### src/rtl/int_flag_pkg.sv
// Shared types for the integer status flag generator.
// Assumes: flags are single bits; condition field 0 is 4 bits wide.
package int_flag_pkg;

    typedef struct packed {
        logic ca;
        logic ca32;
        logic ov;
        logic ov32;
        logic so;
    } stat_flags_t;

    // Bit positions inside condition field 0; its consumer decodes them.
    localparam int CR0_NEG  = 3;
    localparam int CR0_POS  = 2;
    localparam int CR0_ZERO = 1;
    localparam int CR0_SO   = 0;

endpackage

### src/rtl/ifg_carry_detect.sv
// Infers carry by comparing each valid operand with the result, unsigned,
// at full width and over the low half.
// Assumes: operand 0 has already been conditioned (inverted if needed).
module ifg_carry_detect #(
    parameter int DATA_W = 64,
    parameter int LOW_W  = 32,
    parameter int N_OPS  = 3
) (
    input  logic [N_OPS-1:0][DATA_W-1:0] ops_i,
    input  logic [N_OPS-1:0]             op_vld_i,
    input  logic [DATA_W-1:0]            result_i,
    output logic                         carry_full_o,
    output logic                         carry_low_o
);
    logic [N_OPS-1:0] gt_full;
    logic [N_OPS-1:0] gt_low;

    // One pair of unsigned comparators per operand slot.
    for (genvar i = 0; i < N_OPS; i++) begin : g_cmp
        assign gt_full[i] = op_vld_i[i] && (ops_i[i] > result_i);
        assign gt_low[i]  = op_vld_i[i] &&
                            (ops_i[i][LOW_W-1:0] > result_i[LOW_W-1:0]);
    end

    assign carry_full_o = |gt_full;
    assign carry_low_o  = |gt_low;
endmodule

### src/rtl/ifg_ovf_detect.sv
// Signed overflow rule, evaluated at each tracked width from sign bits
// only: the operands agree in sign and the result disagrees.
// Assumes: index 1 is the full width, index 0 the low half.
module ifg_ovf_detect #(
    parameter int N_W = 2
) (
    input  logic [N_W-1:0] sgn_a_i,
    input  logic [N_W-1:0] sgn_b_i,
    input  logic [N_W-1:0] sgn_r_i,
    output logic [N_W-1:0] ovf_o
);
    // One overflow rule per width.
    for (genvar w = 0; w < N_W; w++) begin : g_w
        assign ovf_o[w] = (sgn_a_i[w] == sgn_b_i[w]) && (sgn_r_i[w] != sgn_a_i[w]);
    end
endmodule

### src/rtl/ifg_cr0_form.sv
// Forms condition field 0 from the signed result and the summary bit.
// Assumes: so_i is the value the summary bit takes at the same edge.
module ifg_cr0_form
    import int_flag_pkg::*;
#(
    parameter int DATA_W = 64
) (
    input  logic [DATA_W-1:0] result_i,
    input  logic              so_i,
    output logic [3:0]        cr0_o
);
    logic is_zero;
    logic is_neg;

    assign is_zero = (result_i == '0);
    assign is_neg  = result_i[DATA_W-1];

    // Assemble the field at its fixed bit positions.
    always_comb begin
        cr0_o           = '0;
        cr0_o[CR0_NEG]  = is_neg;
        cr0_o[CR0_POS]  = !is_neg && !is_zero;
        cr0_o[CR0_ZERO] = is_zero;
        cr0_o[CR0_SO]   = so_i;
    end
endmodule

### src/rtl/int_flag_gen.sv
// Integer status flag generator: computes the next values of the carry,
// overflow and summary bits and of condition field 0, and commits them on
// a valid strobe.
// Assumes: the inputs are stable for the cycle in which valid_i is high.
module int_flag_gen
    import int_flag_pkg::*;
#(
    parameter int DATA_W = 64,
    parameter int LOW_W  = 32
) (
    input  logic              clk,
    input  logic              rst_n,
    input  logic              valid_i,
    input  logic [DATA_W-1:0] opa_i,
    input  logic [DATA_W-1:0] opb_i,
    input  logic              opb_present_i,
    input  logic [DATA_W-1:0] imm_i,
    input  logic              imm_valid_i,
    input  logic              inv_a_i,
    input  logic [DATA_W-1:0] result_i,
    input  logic              carry_en_i,
    input  logic              ca_done_i,
    input  logic              ca32_done_i,
    input  logic              ov_en_i,
    input  logic              div_ovf_i,
    input  logic              rc_en_i,
    output logic              ca_o,
    output logic              ca32_o,
    output logic              ov_o,
    output logic              ov32_o,
    output logic              so_o,
    output logic [3:0]        cr0_o
);
    localparam int N_OPS = 3;
    localparam int SGN_F = DATA_W - 1;
    localparam int SGN_L = LOW_W - 1;

    stat_flags_t cur_q, nxt;
    logic [3:0]  cr0_q, cr0_nxt, cr0_cand;

    logic [DATA_W-1:0]            op_a;
    logic [DATA_W-1:0]            op_second;
    logic [N_OPS-1:0][DATA_W-1:0] ops;
    logic [N_OPS-1:0]             op_vld;
    logic                         two_ops;
    logic                         c_full, c_low;
    logic [1:0]                   ovf;
    logic                         ov_go;

    // Condition the first operand and pick the second for overflow.
    always_comb begin
        op_a      = inv_a_i ? ~opa_i : opa_i;
        op_second = opb_present_i ? opb_i : imm_i;
        two_ops   = opb_present_i || imm_valid_i;
        ops       = {imm_i, opb_i, op_a};
        op_vld    = {imm_valid_i, opb_present_i, 1'b1};
    end

    ifg_carry_detect #(
        .DATA_W (DATA_W),
        .LOW_W  (LOW_W),
        .N_OPS  (N_OPS)
    ) u_carry (
        .ops_i        (ops),
        .op_vld_i     (op_vld),
        .result_i     (result_i),
        .carry_full_o (c_full),
        .carry_low_o  (c_low)
    );

    ifg_ovf_detect #(
        .N_W (2)
    ) u_ovf (
        .sgn_a_i ({op_a[SGN_F], op_a[SGN_L]}),
        .sgn_b_i ({op_second[SGN_F], op_second[SGN_L]}),
        .sgn_r_i ({result_i[SGN_F], result_i[SGN_L]}),
        .ovf_o   (ovf)
    );

    // Next flag values under the per-instruction gates.
    always_comb begin
        nxt   = cur_q;
        ov_go = ov_en_i && (div_ovf_i || two_ops);
        if (carry_en_i) begin
            if (!ca_done_i)   nxt.ca   = c_full;
            if (!ca32_done_i) nxt.ca32 = c_low;
        end
        if (ov_go) begin
            nxt.ov   = div_ovf_i ? 1'b1 : ovf[1];
            nxt.ov32 = div_ovf_i ? 1'b1 : ovf[0];
            nxt.so   = cur_q.so | nxt.ov;
        end
    end

    ifg_cr0_form #(
        .DATA_W (DATA_W)
    ) u_cr0 (
        .result_i (result_i),
        .so_i     (nxt.so),
        .cr0_o    (cr0_cand)
    );

    // Condition field 0 changes only on a recorded operation.
    assign cr0_nxt = rc_en_i ? cr0_cand : cr0_q;

    // Status register: clear on reset, commit on valid.
    always_ff @(posedge clk) begin
        if (!rst_n) begin
            cur_q <= '0;
            cr0_q <= '0;
        end else if (valid_i) begin
            cur_q <= nxt;
            cr0_q <= cr0_nxt;
        end
    end

    assign ca_o   = cur_q.ca;
    assign ca32_o = cur_q.ca32;
    assign ov_o   = cur_q.ov;
    assign ov32_o = cur_q.ov32;
    assign so_o   = cur_q.so;
    assign cr0_o  = cr0_q;
endmodule

### config.mk
export PLATFORM = sky130hd
export DESIGN_NAME = int_flag_gen
export DESIGN_NICKNAME = d
export VERILOG_FILES = /design/src/rtl/int_flag_pkg.sv /design/src/rtl/ifg_carry_detect.sv /design/src/rtl/ifg_ovf_detect.sv /design/src/rtl/ifg_cr0_form.sv /design/src/rtl/int_flag_gen.sv
export SDC_FILE = /design/constraint.sdc
export NUM_CORES = 1
export LEC_CHECK = 0
export CORE_MARGIN = 3
export CORE_UTILIZATION = 46
export DETAILED_ROUTE_END_ITERATION = 16
export PLACE_DENSITY = 0.89
export SLEW_MARGIN = 20
export SYNTH_ARGS = -nofsm -noshare
export SYNTH_HDL_FRONTEND = slang
export SYNTH_SLANG_ARGS = --single-unit
### constraint.sdc
create_clock -name clk -period 5.55 [get_ports clk]
set_input_delay 1.665 -clock clk [delete_from_list [all_inputs] [get_ports clk]]
set_output_delay 1.665 -clock clk [all_outputs]
set_load 0.005 [all_outputs]
==> reports/results.ini, run 1 <==
[synthesis]
synth_top_family_by_area=adder cells
avgSynthCellArea_um2=7.859
ys_seq_area_share_pct=3.224
synth_warnings=0
synth-edff-count=0
ys_ff_latch=9
synth-async-reset-ratio_pct=0
synth_cell_types=46
synth-simple-area-share_pct=16.93
synth_compound_area_share_pct=20.69
synth.area.mux_share_pct=0.3583
ys_dominant_reg_cell=dfxtp_1
syn_inst=711
syn_nets=1171
synthAdderAreaFrac_pct=42.99
syn_area_um2=5588
synth_xor_area_share_pct=10.34

[drt]
drt-total-wl_mm=22.22
antenna_left=0
drt_iter0_drc=379
drt_pass1_iterations=5
vias=6631
vias_per_cell=5.879
drc_errors=0
wire_per_inst_um=19.70

[die]
die_w_um=116.2
dieArea_um2=13510
top_level_ports=277
core_area_um2=11660
rows=39
start_util_pct=47.91
die_h_um=116.2

[sta]
hold_ws_ns=0.4707
slew_viol_final=0
timing.fmax_ghz=0.2352
tightest_slew_ns=1.006
final-hold-violation-count=0
tns_ns=0
maxSlewHeadroom_pct=32.30
final.min_clock_period_ns=4.252
min_period_over_period_pct=76.62
finClkSkew_ns=0.0009135
finalSetupViolCount=0
rsz0062_at_grt=false

[cts]
cts.sinks=9
root_buffer=clkbuf_16
cts_buffers=3
cts.repair.resized=0
cts_setup_buffers=0
cts_tree=done
h-tree-depth=1
worstSkewPairLatency_ns=0.24
clk_path_buf_depth=2
clkTransAtPathRegs_ns=0.04
holdBufCountCts=0

[global_route]
antenna_found_initial=0
grt_max_degree=36
overflow=0
grt_pass1_wl_mm=33.07
grtUsageTotal_pct=31.57
grt_pass1_vias=6526

[power_and_ir_drop]
power_density_nw_per_um2=100.7
ir_worst_vdd_mv=0.09136
p_leak_nw=4.050

[flow_run]
cap_violations=0

[layout]
final_cell_mix=275 x clkdlybuf4s50_1, 192 x ha_1, 74 x inv_1, 74 x a21oi_1, 63 x xor2_1
seqCellArea_um2=180.2
final_net_count=1446
antenna_cells=0
final_common_cell=clkdlybuf4s50_1
synthToLayoutAreaGrowth_pct=53.90
final_layout_size_suffix_gt1_share_pct=1.218
fillCellCount=921
multi_input_area_um2=5102

[placement]
io_buffers=276
routabilityCongestion=0.9925
dp_hpwl_mm=20.06

[status]
status=finished, final reports clean

[critical_path]
crit_type=in2reg
reg2reg_from=ov32_o
critPathArrivalTime_ns=4.37
cp-start-kind=primary input
end_kind=flip-flop
worstPathRequired_ns=5.66
crit_fanout=3
startpoint=result_i[19]

[worst_hold_path]
min_from=cr0_o[3]
hold_class=reg2reg

==> worst paths after layout <==
check / end / cells past startpoint / slack, ns
worst max-delay path: ca_o / 10 / 1.30
worst min-delay path: cr0_o[3] / 2 / 0.47
worst max register to register: ov32_o / 2 / 4.84
worst min register to register: cr0_o[3] / 2 / 0.47
==> through the flow <==
stage | cell area [um2] | cells | setup WS, ns | utilization [%] | power [mW]
2_1_floorplan | 5588 | 711 | 1.543 | - | 0.4021
3_3_place_gp | 8519 | 1124 | 1.144 | 73.05 | 0.7091
3_5_place_dp | 8519 | 1124 | 1.097 | 73.05 | 0.7245
4_1_cts | 8600 | 1128 | 1.348 | 73.74 | 0.8642
5_1_grt | 8600 | 1128 | 1.157 | 73.74 | 0.9463
6_report | 8600 | 1128 | 1.298 | 73.74 | 0.8663
==> cell families after synthesis <==
group / Yosys count
xor gates and xnor gates: 66
AOI/OAI and AO/OA: 180
DFF: 9
muxes: 2
buffers and inverters: 81
adders and majority gates: 192
and+or+nand+nor: 181
==> per-layer routing <==
metal / wire (um) / track usage [%]
met3: 2109 / 6.425
met2: 10700 / 57.23
met4: 749 / 9.745
met5: 0 / 0
met1: 8667 / 37.27
==> critical path: stages <==
cell and delay (ns):
clkdlybuf4s50_1 0.55, inv_1 0.11, ha_1 0.33, nand4_1 0.16
nor4_1 0.71, nand2_1 0.16, and2_1 0.19, a21boi_0 0.14
a41oi_1 0.26, a31oi_1 0.09
==> cells in the mapped netlist (all sizes together), types with 2 or more instances <==
| cell | instances | share of area [%] |
|---|---|---|
| a21boi | 5 | 0.67 |
| nor3 | 15 | 1.3 |
| mux2i | 2 | 0.36 |
| a2111oi | 3 | 0.49 |
| o211ai | 5 | 0.67 |
| a31oi | 4 | 0.45 |
| a211oi | 3 | 0.40 |
| and2 | 3 | 0.34 |
| nor2b | 6 | 0.67 |
| ha | 192 | 43 |
| a22oi | 3 | 0.40 |
| o31ai | 5 | 0.76 |
| a221oi | 2 | 0.31 |
| nand3 | 22 | 2.0 |
| xor2 | 63 | 9.9 |
| inv | 74 | 5.0 |
| a21o | 28 | 3.8 |
| o21a | 9 | 1.2 |
| nand4 | 46 | 5.2 |
| dfxtp | 9 | 3.2 |
| nor4 | 25 | 2.8 |
| o21ai | 21 | 1.9 |
| a21oi | 76 | 6.9 |
| nand2 | 43 | 2.9 |
| and4 | 3 | 0.47 |
| a221o | 5 | 0.90 |
| buf | 7 | 0.49 |
| nor2 | 16 | 1.1 |
| o221ai | 3 | 0.47 |
| xnor2 | 3 | 0.47 |
==> final cells by class <==
| type | count | share of cell area, % |
|---|---|---|
| clock buffers | 3 | 0.8730 |
| clock inverters | 1 | 0.05820 |
| inverters | 74 | 3.230 |
| multi-input cells | 621 | 59.33 |
| flip-flops and latches | 9 | 2.095 |
| well taps | 143 | 2.081 |
| repair buffers | 277 | 32.33 |
==> flip-flops by register name, indices dropped and copies added (netlist names) <==
name / flops
cr0_o: 4
ca32_o: 1
ca_o: 1
ov32_o: 1
ov_o: 1
so_o: 1
==> report_power, final <==
group          internal (mW)  switching [mW]
clock                 0.0955          0.0367
combinational          0.359           0.305
sequential            0.0685         0.00195
Power figures use the tool's default switching activity.
==> run 2: changes to the inputs <==
--- a/config.mk
+++ b/config.mk
@@ -6,9 +6,9 @@
 export NUM_CORES = 1
 export LEC_CHECK = 0
 export CORE_MARGIN = 3
-export CORE_UTILIZATION = 46
+export CORE_UTILIZATION = 38
 export DETAILED_ROUTE_END_ITERATION = 16
-export PLACE_DENSITY = 0.89
+export PLACE_DENSITY = 0.78
 export SLEW_MARGIN = 20
 export SYNTH_ARGS = -nofsm -noshare
 export SYNTH_HDL_FRONTEND = slang
==> constraint.sdc (replaced) <==
create_clock -name clk -period 3.65 [get_ports clk]
set_input_delay 1.095 -clock clk [delete_from_list [all_inputs] [get_ports clk]]
set_output_delay 1.095 -clock clk [all_outputs]
set_load 0.005 [all_outputs]
==> run 2 against run 1 <==
Critical path depth unchanged. Final cell count grew 5.5%. Via count shrank 1.2%. First-iteration DRC count fell by 18%. Hold slack gained 0.0057 ns.
==> reports/results.ini, run 2 (same netlist as run 1, synthesis figures left out) <==
[status]
status=finished, final reports clean

[drt]
drt_pass1_iterations=6
antenna_left=0
drt-total-wl_mm=22.22
vias=6549
drc_errors=0
vias_per_cell=5.503
wire_per_inst_um=18.68
drt_iter0_drc=310

[global_route]
grt_max_degree=36
antenna_found_initial=0
grtUsageTotal_pct=26.54
grt_pass1_vias=6781
grt_pass1_wl_mm=34.41
grt.busiest_layer=met2
use_met2_pct=45.93
met1_usage_pct=32.61
met3_usage_pct=5.393
overflow=0

[critical_path]
startpoint=result_i[5]
crit_slowest_cell=clkdlybuf4s50_1
crit_fanout=3
end_kind=flip-flop
timing.critical_path.buf_inv=2
cp.depth=10
crit_family=compound AO/OA/AOI/OAI gates
cp-start-kind=primary input
r2r_end=ov32_o
critPathArrivalTime_ns=3.54
crit_type=in2reg
endpoint=ca_o
worstPathRequired_ns=3.76
rrSetupSlack_ns=2.95
slowest_delay_ns=0.51
ff2ff_path_depth=2
reg2reg_from=ov32_o
cp_cell_sequence=clkdlybuf4s50_1 > inv_1 > ha_1 > a21oi_2 > o21ai_1 > a221o_1 > o31ai_2 > a211oi_1 > a2111oi_1 > a31oi_1

[die]
die_w_um=127.3
top_level_ports=277
die_h_um=127.3
dieArea_um2=16200
rows=43
start_util_pct=39.49
core_area_um2=14150

[layout]
final_cells=1190
largest_reg_flops=4
synthToLayoutAreaGrowth_pct=58.42
antenna_cells=0
final_common_cell=clkdlybuf4s50_1
design_area_um2=8852
final_net_count=1471
final_layout_size_suffix_gt1_share_pct=3.663
final_cell_mix=275 x clkdlybuf4s50_1, 192 x ha_1, 74 x inv_1, 74 x a21oi_1, 63 x xor2_1

[power_and_ir_drop]
p_clk_share_pct=14.8
switching_share_pct=38.85
power_density_nw_per_um2=149.0
p_sw_mw=0.5126
seqPwrFrac_pct=8.1
finalPower_mw=1.319
ir_worst_vdd_mv=0.1154
comb_power_share_pct=77.1
power.internal_mw=0.8067
p_leak_nw=4.177

[worst_hold_path]
min_from=cr0_o[3]
hold_class=reg2reg

[cts]
holdBufCountCts=0
root_buffer=clkbuf_16
cts_buffers=3
cts.sinks=9
cts_setup_buffers=0
worstSkewPairLatency_ns=0.23
h-tree-depth=1
cts_tree=done
clkTransAtPathRegs_ns=0.04
clk_path_buf_depth=2

[sta]
timing.final.ws_setup_ns=0.2190
rsz0062_at_grt=false
hold_ws_ns=0.4765
finalSetupViolCount=0
final-hold-violation-count=0
final.min_clock_period_ns=3.431
slew_viol_final=0
timing.fmax_ghz=0.2915
min_period_over_period_pct=94.00
maxSlewHeadroom_pct=48.03
finClkSkew_ns=0.0003067
tightest_slew_ns=0.7698

[placement]
io_buffers=276
pre_cts_ws_ns=-0.03739
routabilityCongestion=0.9155
dp_cells=1186
placed_area_um2=8766
dp_hpwl_mm=20.17

[flow_run]
cap_violations=0

## run 2: changes by cell type in the layout (fill, tap and decap cells not counted), sizes merged
cell	change
buf	+25
clkbuf	+1
clkinv	-1
## run 2: worst min path at each step
stage                          end  depth (start not counted)
after detailed placement  cr0_o[3]                          2
final                     cr0_o[3]                          2
after CTS                 cr0_o[3]                          2
after global routing      cr0_o[3]                          2
after floorplan           cr0_o[1]                          2
after global placement    cr0_o[3]                          2
## run 2: cell type report
type                    count  area (um2)
fillers                  1283        5298
multi-input cells         621        5110
repair buffers            302        2980
inverters                  74       277.8
well taps                 180       225.2
flip-flops and latches      9       180.2
clock buffers               4       78.83
## run 2: through the flow
| stage | utilization (%) | setup TNS (ns) |
|---|---|---|
| 2_1_floorplan | - | 0 |
| 3_3_place_gp | 61.95 | -0.02379 |
| 3_5_place_dp | 61.95 | -0.03739 |
| 4_1_cts | 62.51 | 0 |
| 5_1_grt | 62.56 | 0 |
| 6_report | 62.56 | 0 |
## run 2: timing repair
| action | CTS | global route |
|---|---|---|
| hold endpoints to repair | 0 | 0 |
| gates resized for setup | 0 | 2 |
| endpoints found under the setup margin | 0 | 1 |
## run 2: worst register-to-register path, stage by stage (launching register included)
cell and delay (ns):
dfxtp_1 0.31, nand2b_1 0.14, o311a_1 0.14
## run 2: per-layer routing
metal	vias up	share of wire [%]
li1	3292	-
met1	2927	42
met2	274	47
met3	56	7.6
met4	0	3.7
met5	-	0
## run 2: power by group through the flow
stage / logic, mW / registers [mW] / clock network [mW]
floorplan: 0.502 / 0.109 / 0
global placement: 0.988 / 0.109 / 0
detailed placement: 1.01 / 0.109 / 0
CTS: 1.01 / 0.107 / 0.200
global route: 1.13 / 0.108 / 0.208
finish: 1.02 / 0.107 / 0.195
